**src/rtl/cmp_deglitch_pkg.sv**
```systemverilog
// Shared constants for the comparator qualification filter.
// Assumes the channel order below; the permit mask depends on it.
package cmp_deglitch_pkg;

    localparam int unsigned NCH = 8;

    localparam int unsigned CH_OVP   = 0;
    localparam int unsigned CH_HOT   = 1;
    localparam int unsigned CH_NTC   = 2;
    localparam int unsigned CH_SLEEP = 3;
    localparam int unsigned CH_BLOW  = 4;
    localparam int unsigned CH_RECH  = 5;
    localparam int unsigned CH_SHORT = 6;
    localparam int unsigned CH_ILOW  = 7;

    // Channels whose flag blocks charging.
    localparam logic [NCH-1:0] BLOCK_MASK =
        (NCH'(1) << CH_OVP) | (NCH'(1) << CH_HOT) |
        (NCH'(1) << CH_NTC) | (NCH'(1) << CH_SLEEP);

endpackage

```
**src/rtl/cmp_deglitch_sync.sv**
```systemverilog
// Multi-bit resynchronizer: each raw comparator bit passes through
// STAGES flops. Assumes the bits are unrelated to each other, so no
// coherency between them is kept. Resets to zero.
module cmp_deglitch_sync #(
    parameter int unsigned W      = 8,
    parameter int unsigned STAGES = 2
) (
    input  logic         clk_i,
    input  logic         rst_ni,
    input  logic [W-1:0] d_i,
    output logic [W-1:0] q_o
);

    logic [W-1:0] stage_q [STAGES];

    generate
        for (genvar s = 0; s < STAGES; s++) begin : g_stage
            // Shift one stage of the synchronizer chain.
            always_ff @(posedge clk_i) begin
                if (!rst_ni) begin
                    stage_q[s] <= '0;
                end else if (s == 0) begin
                    stage_q[s] <= d_i;
                end else begin
                    stage_q[s] <= stage_q[(s == 0) ? 0 : s - 1];
                end
            end
        end
    endgenerate

    assign q_o = stage_q[STAGES-1];

endmodule

```
**src/rtl/cmp_deglitch_chan.sv**
```systemverilog
// One qualifier channel. The flag follows lvl_i only after lvl_i has
// differed from it for RISE_N (0->1) or FALL_N (1->0) ticks of the
// time base chosen for that direction. Any cycle with lvl_i equal to the
// flag clears the count. Assumes RISE_N and FALL_N are at least 1.
module cmp_deglitch_chan #(
    parameter int unsigned RISE_N  = 1,
    parameter int unsigned FALL_N  = 1,
    parameter bit          RISE_MS = 1'b0,
    parameter bit          FALL_MS = 1'b0,
    parameter bit          RST_VAL = 1'b0
) (
    input  logic clk_i,
    input  logic rst_ni,
    input  logic tick_us_i,
    input  logic tick_ms_i,
    input  logic lvl_i,
    output logic flag_o
);

    localparam int unsigned MAXN = (RISE_N > FALL_N) ? RISE_N : FALL_N;
    localparam int unsigned CW   = $clog2(MAXN + 1);
    localparam logic [CW-1:0] RISE_LAST = CW'(RISE_N - 1);
    localparam logic [CW-1:0] FALL_LAST = CW'(FALL_N - 1);

    logic          flag_q;
    logic [CW-1:0] cnt_q;
    logic          differs;
    logic          tick_sel;
    logic [CW-1:0] last_cnt;

    // Pick the direction-dependent time base and terminal count.
    always_comb begin
        differs  = (lvl_i != flag_q);
        if (flag_q) begin
            tick_sel = FALL_MS ? tick_ms_i : tick_us_i;
            last_cnt = FALL_LAST;
        end else begin
            tick_sel = RISE_MS ? tick_ms_i : tick_us_i;
            last_cnt = RISE_LAST;
        end
    end

    // Count qualifying ticks and flip the flag on the last one.
    always_ff @(posedge clk_i) begin
        if (!rst_ni) begin
            flag_q <= RST_VAL;
            cnt_q  <= '0;
        end else if (!differs) begin
            cnt_q  <= '0;
        end else if (tick_sel) begin
            if (cnt_q == last_cnt) begin
                flag_q <= lvl_i;
                cnt_q  <= '0;
            end else begin
                cnt_q  <= cnt_q + 1'b1;
            end
        end
    end

    assign flag_o = flag_q;

endmodule

```
**src/rtl/cmp_deglitch_permit.sv**
```systemverilog
// Combines qualified flags into the charge permit: high when no flag
// selected by MASK is set. Purely combinational, so the permit moves in
// the same cycle as the flags.
module cmp_deglitch_permit #(
    parameter int unsigned     NCH  = 8,
    parameter logic [NCH-1:0]  MASK = '1
) (
    input  logic [NCH-1:0] flags_i,
    output logic           ok_o
);

    // Reduce the masked flags to one permit bit.
    always_comb begin
        ok_o = ~|(flags_i & MASK);
    end

endmodule

```
**src/rtl/cmp_deglitch.sv**
```systemverilog
// Top of the comparator qualification filter: synchronizer, one
// qualifier per channel with its own rise/fall counts and time bases,
// and the permit combiner. Assumes tick inputs are single-cycle pulses.
module cmp_deglitch
    import cmp_deglitch_pkg::*;
#(
    parameter int unsigned    SYNC_STAGES = 2,
    parameter int unsigned    RISE_N [NCH] = '{1, 100, 400, 100, 25, 10, 1, 1},
    parameter int unsigned    FALL_N [NCH] = '{20, 10, 20, 30, 25, 10, 1, 1},
    parameter logic [NCH-1:0] RISE_MS = 8'b0011_1101,
    parameter logic [NCH-1:0] FALL_MS = 8'b0011_1111,
    parameter logic [NCH-1:0] RST_VAL = 8'b1101_1111
) (
    input  logic           clk_i,
    input  logic           rst_ni,
    input  logic           tick_us_i,
    input  logic           tick_ms_i,
    input  logic [NCH-1:0] raw_i,
    output logic [NCH-1:0] flags_o,
    output logic           fault_ok_o
);

    logic [NCH-1:0] lvl_sync;

    cmp_deglitch_sync #(
        .W      (NCH),
        .STAGES (SYNC_STAGES)
    ) u_sync (
        .clk_i  (clk_i),
        .rst_ni (rst_ni),
        .d_i    (raw_i),
        .q_o    (lvl_sync)
    );

    generate
        for (genvar c = 0; c < NCH; c++) begin : g_chan
            cmp_deglitch_chan #(
                .RISE_N  (RISE_N[c]),
                .FALL_N  (FALL_N[c]),
                .RISE_MS (RISE_MS[c]),
                .FALL_MS (FALL_MS[c]),
                .RST_VAL (RST_VAL[c])
            ) u_chan (
                .clk_i     (clk_i),
                .rst_ni    (rst_ni),
                .tick_us_i (tick_us_i),
                .tick_ms_i (tick_ms_i),
                .lvl_i     (lvl_sync[c]),
                .flag_o    (flags_o[c])
            );
        end
    endgenerate

    cmp_deglitch_permit #(
        .NCH  (NCH),
        .MASK (BLOCK_MASK)
    ) u_permit (
        .flags_i (flags_o),
        .ok_o    (fault_ok_o)
    );

endmodule

```
**config.mk**
```make
export PLATFORM = sky130hd
export DESIGN_NAME = cmp_deglitch
export DESIGN_NICKNAME = d
export VERILOG_FILES = /design/src/rtl/cmp_deglitch_pkg.sv /design/src/rtl/cmp_deglitch_sync.sv /design/src/rtl/cmp_deglitch_chan.sv /design/src/rtl/cmp_deglitch_permit.sv /design/src/rtl/cmp_deglitch.sv
export SDC_FILE = /design/constraint.sdc
export NUM_CORES = 1
export LEC_CHECK = 0
export ABC_AREA = 1
export BUFFER_PORTS_ARGS = -buffer_cell sky130_fd_sc_hd__buf_4
export CAP_MARGIN = 20
export CORE_MARGIN = 4
export CORE_UTILIZATION = 60
export DETAILED_ROUTE_END_ITERATION = 7
export PLACE_DENSITY = 0.9
export REMOVE_ABC_BUFFERS = 1
export SETUP_SLACK_MARGIN = 0.1
export SYNTH_ARGS = -nofsm -noshare
export SYNTH_HDL_FRONTEND = slang
export SYNTH_SLANG_ARGS = --single-unit
```
**constraint.sdc**
```tcl
create_clock -name clk_i -period 3.6 [get_ports clk_i]
set_input_delay 0.36 -clock clk_i [delete_from_list [all_inputs] [get_ports clk_i]]
set_output_delay 0.36 -clock clk_i [all_outputs]
set_load 0.01 [all_outputs]
```
==> summary.md <==
The summed negative setup slack over all endpoints came out at 0 ns. For this run, the detailed router's first-pass iteration total came to 4. CTS saw 61 sinks. Entering global routing, the biggest net connects 31 pins.

Floorplan die area: 5750 um^2. The capturing element type of the critical path was an output port. Weighted congestion at the end of routability-driven global placement: 0.883. The met2 track demand over resource is 0.358. The run gives 0.394 as the relative contribution of the clock network to total power. Synthesis inferred 61 register bits.

Post-CTS timing repair inserted 0 buffers for setup. The mapped netlist covers 2760 um^2. The portion of synthesized cell area occupied by the leading cell type was 0.442.

In this run the critical register-to-register path is launched from g_chan[1].u_chan.flag_o. The die is 75.8 um wide. The final layout net count was 409; the all-layer global routing usage was 0.210.

Using the TritonRoute via totals, the vias-per-cell ratio works out to 5.13. Register area: 1220 um^2. Clock-pin slew was measured on the worst setup and hold paths at 0.06 ns. The clock skew was 0.00891 ns; the number of synthesis warnings was 0.

The headroom to the max-slew limit is 0.774. The clock passes through at most 2 buffers. The switching power as a share of total power works out to 0.232. Across the VDD grid, the largest voltage drop is 332 uV. The max-cap check violation count is 0. Worst hold path startpoint: raw_i[3]. In this run, the number of DRC markers left after iteration 0 of detailed routing was 108. For the finished layout, the period the worst path requires is 1.65 ns. For the critical path data arrival time, the log shows 1.29 ns. Averaged over all synthesized cells, the footprint is 7.38 um^2. The synthesized design spends more area on one cell type than any other, namely sky130_fd_sc_hd__dfxtp_1. TritonCTS built the clock tree. The layout has 376 filler cells. Based on the critical path, the design can be clocked at up to 605 MHz. For the leakage component of the power, the log shows 1.42 nW.

The flow ran to the end, and the final reports show no timing, DRC or antenna violations. Setup violations remaining at the end of the flow were counted as 0. The share of power burned in registers was 0.543; the floorplan die height was 75.8 um. The slew of the pin with the lowest slew margin was 0.335 ns; the part of the power in combinational logic was 0.063. The count of nets left with antenna violations once routing finished came out at 0. The port buffer count works out to 20. STA classifies the critical path startpoint as a flip-flop.

The run gives 0 as the total count of hold-check failures in the final report. Relative to the synthesized area, the layout overhead comes to 9.84%. The net switching power is 0.305 mW, and the global-route wire length before repair is 8960 um. After floorplanning, the core was divided into 24 placement rows.

The tools report the number of instances in the synthesized netlist as 374. The arithmetic-cell share of the synthesized area counting full adders, half adders and majority gates was 0.0272; the count of antenna diodes in the layout was 0. The run gives 0 as the initial antenna violation count. Cell internal power was estimated by the tool at 1.01 mW. The worst hold path passes through 3 cells. The tree is rooted in a sky130_fd_sc_hd__clkbuf_8.

The power per cell area works out to 433 nW/um^2. The endpoint identified for the worst register-to-register timing path is g_chan[1].u_chan.cnt_q[2]. The critical path in this run is classified as flip-flop to output port.

The critical path starts at g_chan[3].u_chan.flag_o. After clock tree synthesis, the flow added hold-fix buffers numbering 0. The multiplexer share of the synthesized area is 0, and the area of the multi-input gates is 1240 um^2.

Of all nets on the critical path, the largest fanout is 7. The tools report the met3 track demand over resource in global routing as 0.102. For the number of ports placed on the die boundary, the log shows 21. Sorting the synthesized cells by area gives the leading types as sky130_fd_sc_hd__dfxtp_1 (44%), sky130_fd_sc_hd__nand2_1 (12%), sky130_fd_sc_hd__nor2_1 (7.2%), sky130_fd_sc_hd__inv_1 (6.4%), sky130_fd_sc_hd__nand3_1 (4.9%).

Data required time of the worst path: 3.24 ns. Setup repair after global routing left no endpoint under its margin. The run gives 0.687 as the share of the core filled with cells. The tools report the worst hold endpoint as u_sync.stage_q[0][3]. The initial standard-cell utilization of the core is 0.625. The tools report the via count of the first global-routing pass as 2168. After synthesis, the largest family of logic cells by area is simple AND/OR/NAND/NOR gates. The depth of the worst register-to-register path came out at 7. After detailed routing, the number of remaining DRC violations is 0. The routed layout has 2290 vias. The tools report the post-synthesis sequential area ratio as 0.442. After global routing, the most crowded layer is met2.

Setup slack on the worst reg-to-reg path comes out at 2.26 ns. The H-tree generated during clock tree synthesis spans 3 levels. The share of the clock period used by the worst path is 0.459, and the count of cells resized by post-cts repair is 0. The share of layout cells above drive strength 1 is 0.137. Counting the buffers created by CTS gives 9.

For the clock latency reported for the late side of the worst-skew pair, the log shows 0.34 ns. The path class of the tightest hold or removal check is primary input to flip-flop. Fraction of the mapped netlist area in compound gates: 0.0462. The detailed-route wire length per cell works out to 11.5 um. The number of pins with negative max-slew slack in the final report is 0.

The total congestion overflow was 0; the post-synthesis xor/xnor area fraction was 0.0444. The total area inside the core boundary comes to 4410 um^2. The met1 layer usage reported by global route is 0.221, and the simple-gate share of the synthesized area is 0.332.

The final HPWL from detailed placement is 3600 um, and the final wirelength is 5130 um. The synthesized netlist contains 29 unique library cells.
cell usage after synthesis:
cell                       instances
sky130_fd_sc_hd__nand4_2           1
sky130_fd_sc_hd__or2_0             1
sky130_fd_sc_hd__nor2_1           53
sky130_fd_sc_hd__nor3_1            9
sky130_fd_sc_hd__o211a_1           1
sky130_fd_sc_hd__nor4_1            2
sky130_fd_sc_hd__ha_1              6
sky130_fd_sc_hd__xor2_1           11
sky130_fd_sc_hd__nand2_2           3
sky130_fd_sc_hd__nand2_1          88
sky130_fd_sc_hd__a21oi_2           1
sky130_fd_sc_hd__buf_2             3
sky130_fd_sc_hd__buf_4             8
sky130_fd_sc_hd__nand3_1          27
sky130_fd_sc_hd__dfxtp_1          61
sky130_fd_sc_hd__inv_1            47
sky130_fd_sc_hd__o21ai_0           9
sky130_fd_sc_hd__nor3_2            2
sky130_fd_sc_hd__or2_2             4
sky130_fd_sc_hd__buf_6             3
sky130_fd_sc_hd__inv_2             3
sky130_fd_sc_hd__o22ai_1           1
sky130_fd_sc_hd__a21oi_1          10
sky130_fd_sc_hd__xnor2_1           3
sky130_fd_sc_hd__nand4_1           9
sky130_fd_sc_hd__nand3_2           2
sky130_fd_sc_hd__nor2_2            4
sky130_fd_sc_hd__nand2_4           1
sky130_fd_sc_hd__o21bai_1          1
registers in the layout, indices dropped and copies added (netlist names):
name and flops:
g_chan.u_chan.flag_o 8, g_chan.u_chan.cnt_q 37, u_sync.stage_q 16
area by class of cell:
type                    count  area share
multi-input cells         249       0.410
well taps                  52      0.0215
inverters                  50      0.0619
clock inverters             2     0.00330
clock buffers              12      0.0512
repair buffers             20      0.0495
flip-flops and latches     61       0.403
cells by family (layout without fill, tap and decap cells):
| logic type | after synthesis | after routing |
|---|---|---|
| AO/OA/AOI/OAI | 23 | 23 |
| XOR/XNOR | 14 | 14 |
| adder cells (fa/ha/maj) | 6 | 6 |
| buffers and inverters | 64 | 84 |
| flip-flops | 61 | 61 |
| AND/OR/NAND/NOR | 206 | 206 |
per-layer routing:
layer	up-vias	part of all wire
met1	1023	0.43
met2	62	0.49
li1	1196	-
met3	9	0.069
met4	0	0.016
met5	-	0
critical path, cell delays in order, from the launching register on:
cell and delay [ns]:
sky130_fd_sc_hd__dfxtp_1 0.39, sky130_fd_sc_hd__nor4_1 0.38, sky130_fd_sc_hd__buf_4 0.19
per-stage QoR:
step	worst slack, ns	hold WS [ns]	total power, mW	cell area, um^2	cells
2_1_floorplan	2.37	0.390	0.774	2650	360
3_3_place_gp	2.23	0.393	0.804	2870	432
3_5_place_dp	2.18	0.403	0.808	2870	432
4_1_cts	1.93	0.192	1.33	3030	446
5_1_grt	1.82	0.195	1.38	3030	446
6_report	1.95	0.209	1.31	3030	446
cell usage in the layout (no fill, tap or decap):
master	count
sky130_fd_sc_hd__a21oi_1	10
sky130_fd_sc_hd__clkinv_2	2
sky130_fd_sc_hd__nand4_1	9
sky130_fd_sc_hd__clkbuf_8	11
sky130_fd_sc_hd__buf_4	20
sky130_fd_sc_hd__or2_2	4
sky130_fd_sc_hd__nor2_1	53
sky130_fd_sc_hd__nand2_2	3
sky130_fd_sc_hd__o211a_1	1
sky130_fd_sc_hd__xor2_1	11
sky130_fd_sc_hd__inv_2	3
sky130_fd_sc_hd__a21oi_2	1
sky130_fd_sc_hd__o21ai_0	9
sky130_fd_sc_hd__nand2_4	1
sky130_fd_sc_hd__nand3_2	2
sky130_fd_sc_hd__nor4_1	2
sky130_fd_sc_hd__o22ai_1	1
sky130_fd_sc_hd__ha_1	6
sky130_fd_sc_hd__nor2_2	4
sky130_fd_sc_hd__or2_0	1
sky130_fd_sc_hd__clkbuf_1	1
sky130_fd_sc_hd__nor3_1	9
sky130_fd_sc_hd__nor3_2	2
sky130_fd_sc_hd__nand3_1	27
sky130_fd_sc_hd__nand2_1	88
sky130_fd_sc_hd__dfxtp_1	61
sky130_fd_sc_hd__o21bai_1	1
sky130_fd_sc_hd__inv_1	47
sky130_fd_sc_hd__xnor2_1	3
sky130_fd_sc_hd__nand4_2	1
power groups by stage:
stage	clock network (mW)	logic (mW)	registers, mW
after floorplan	0	0.0511	0.723
after global placement	0	0.0787	0.725
after detailed placement	0	0.0821	0.726
after CTS	0.532	0.0835	0.712
after global routing	0.563	0.0971	0.715
final	0.517	0.0833	0.712
how the worst max path moves through the flow:
stage                                     end  cells after the start
floorplan           g_chan[1].u_chan.cnt_q[6]                      7
global placement    g_chan[1].u_chan.cnt_q[6]                      8
detailed placement  g_chan[1].u_chan.cnt_q[6]                      8
CTS                                fault_ok_o                      2
global route                       fault_ok_o                      2
finish                             fault_ok_o                      2
Power figures use the tool's default switching activity.
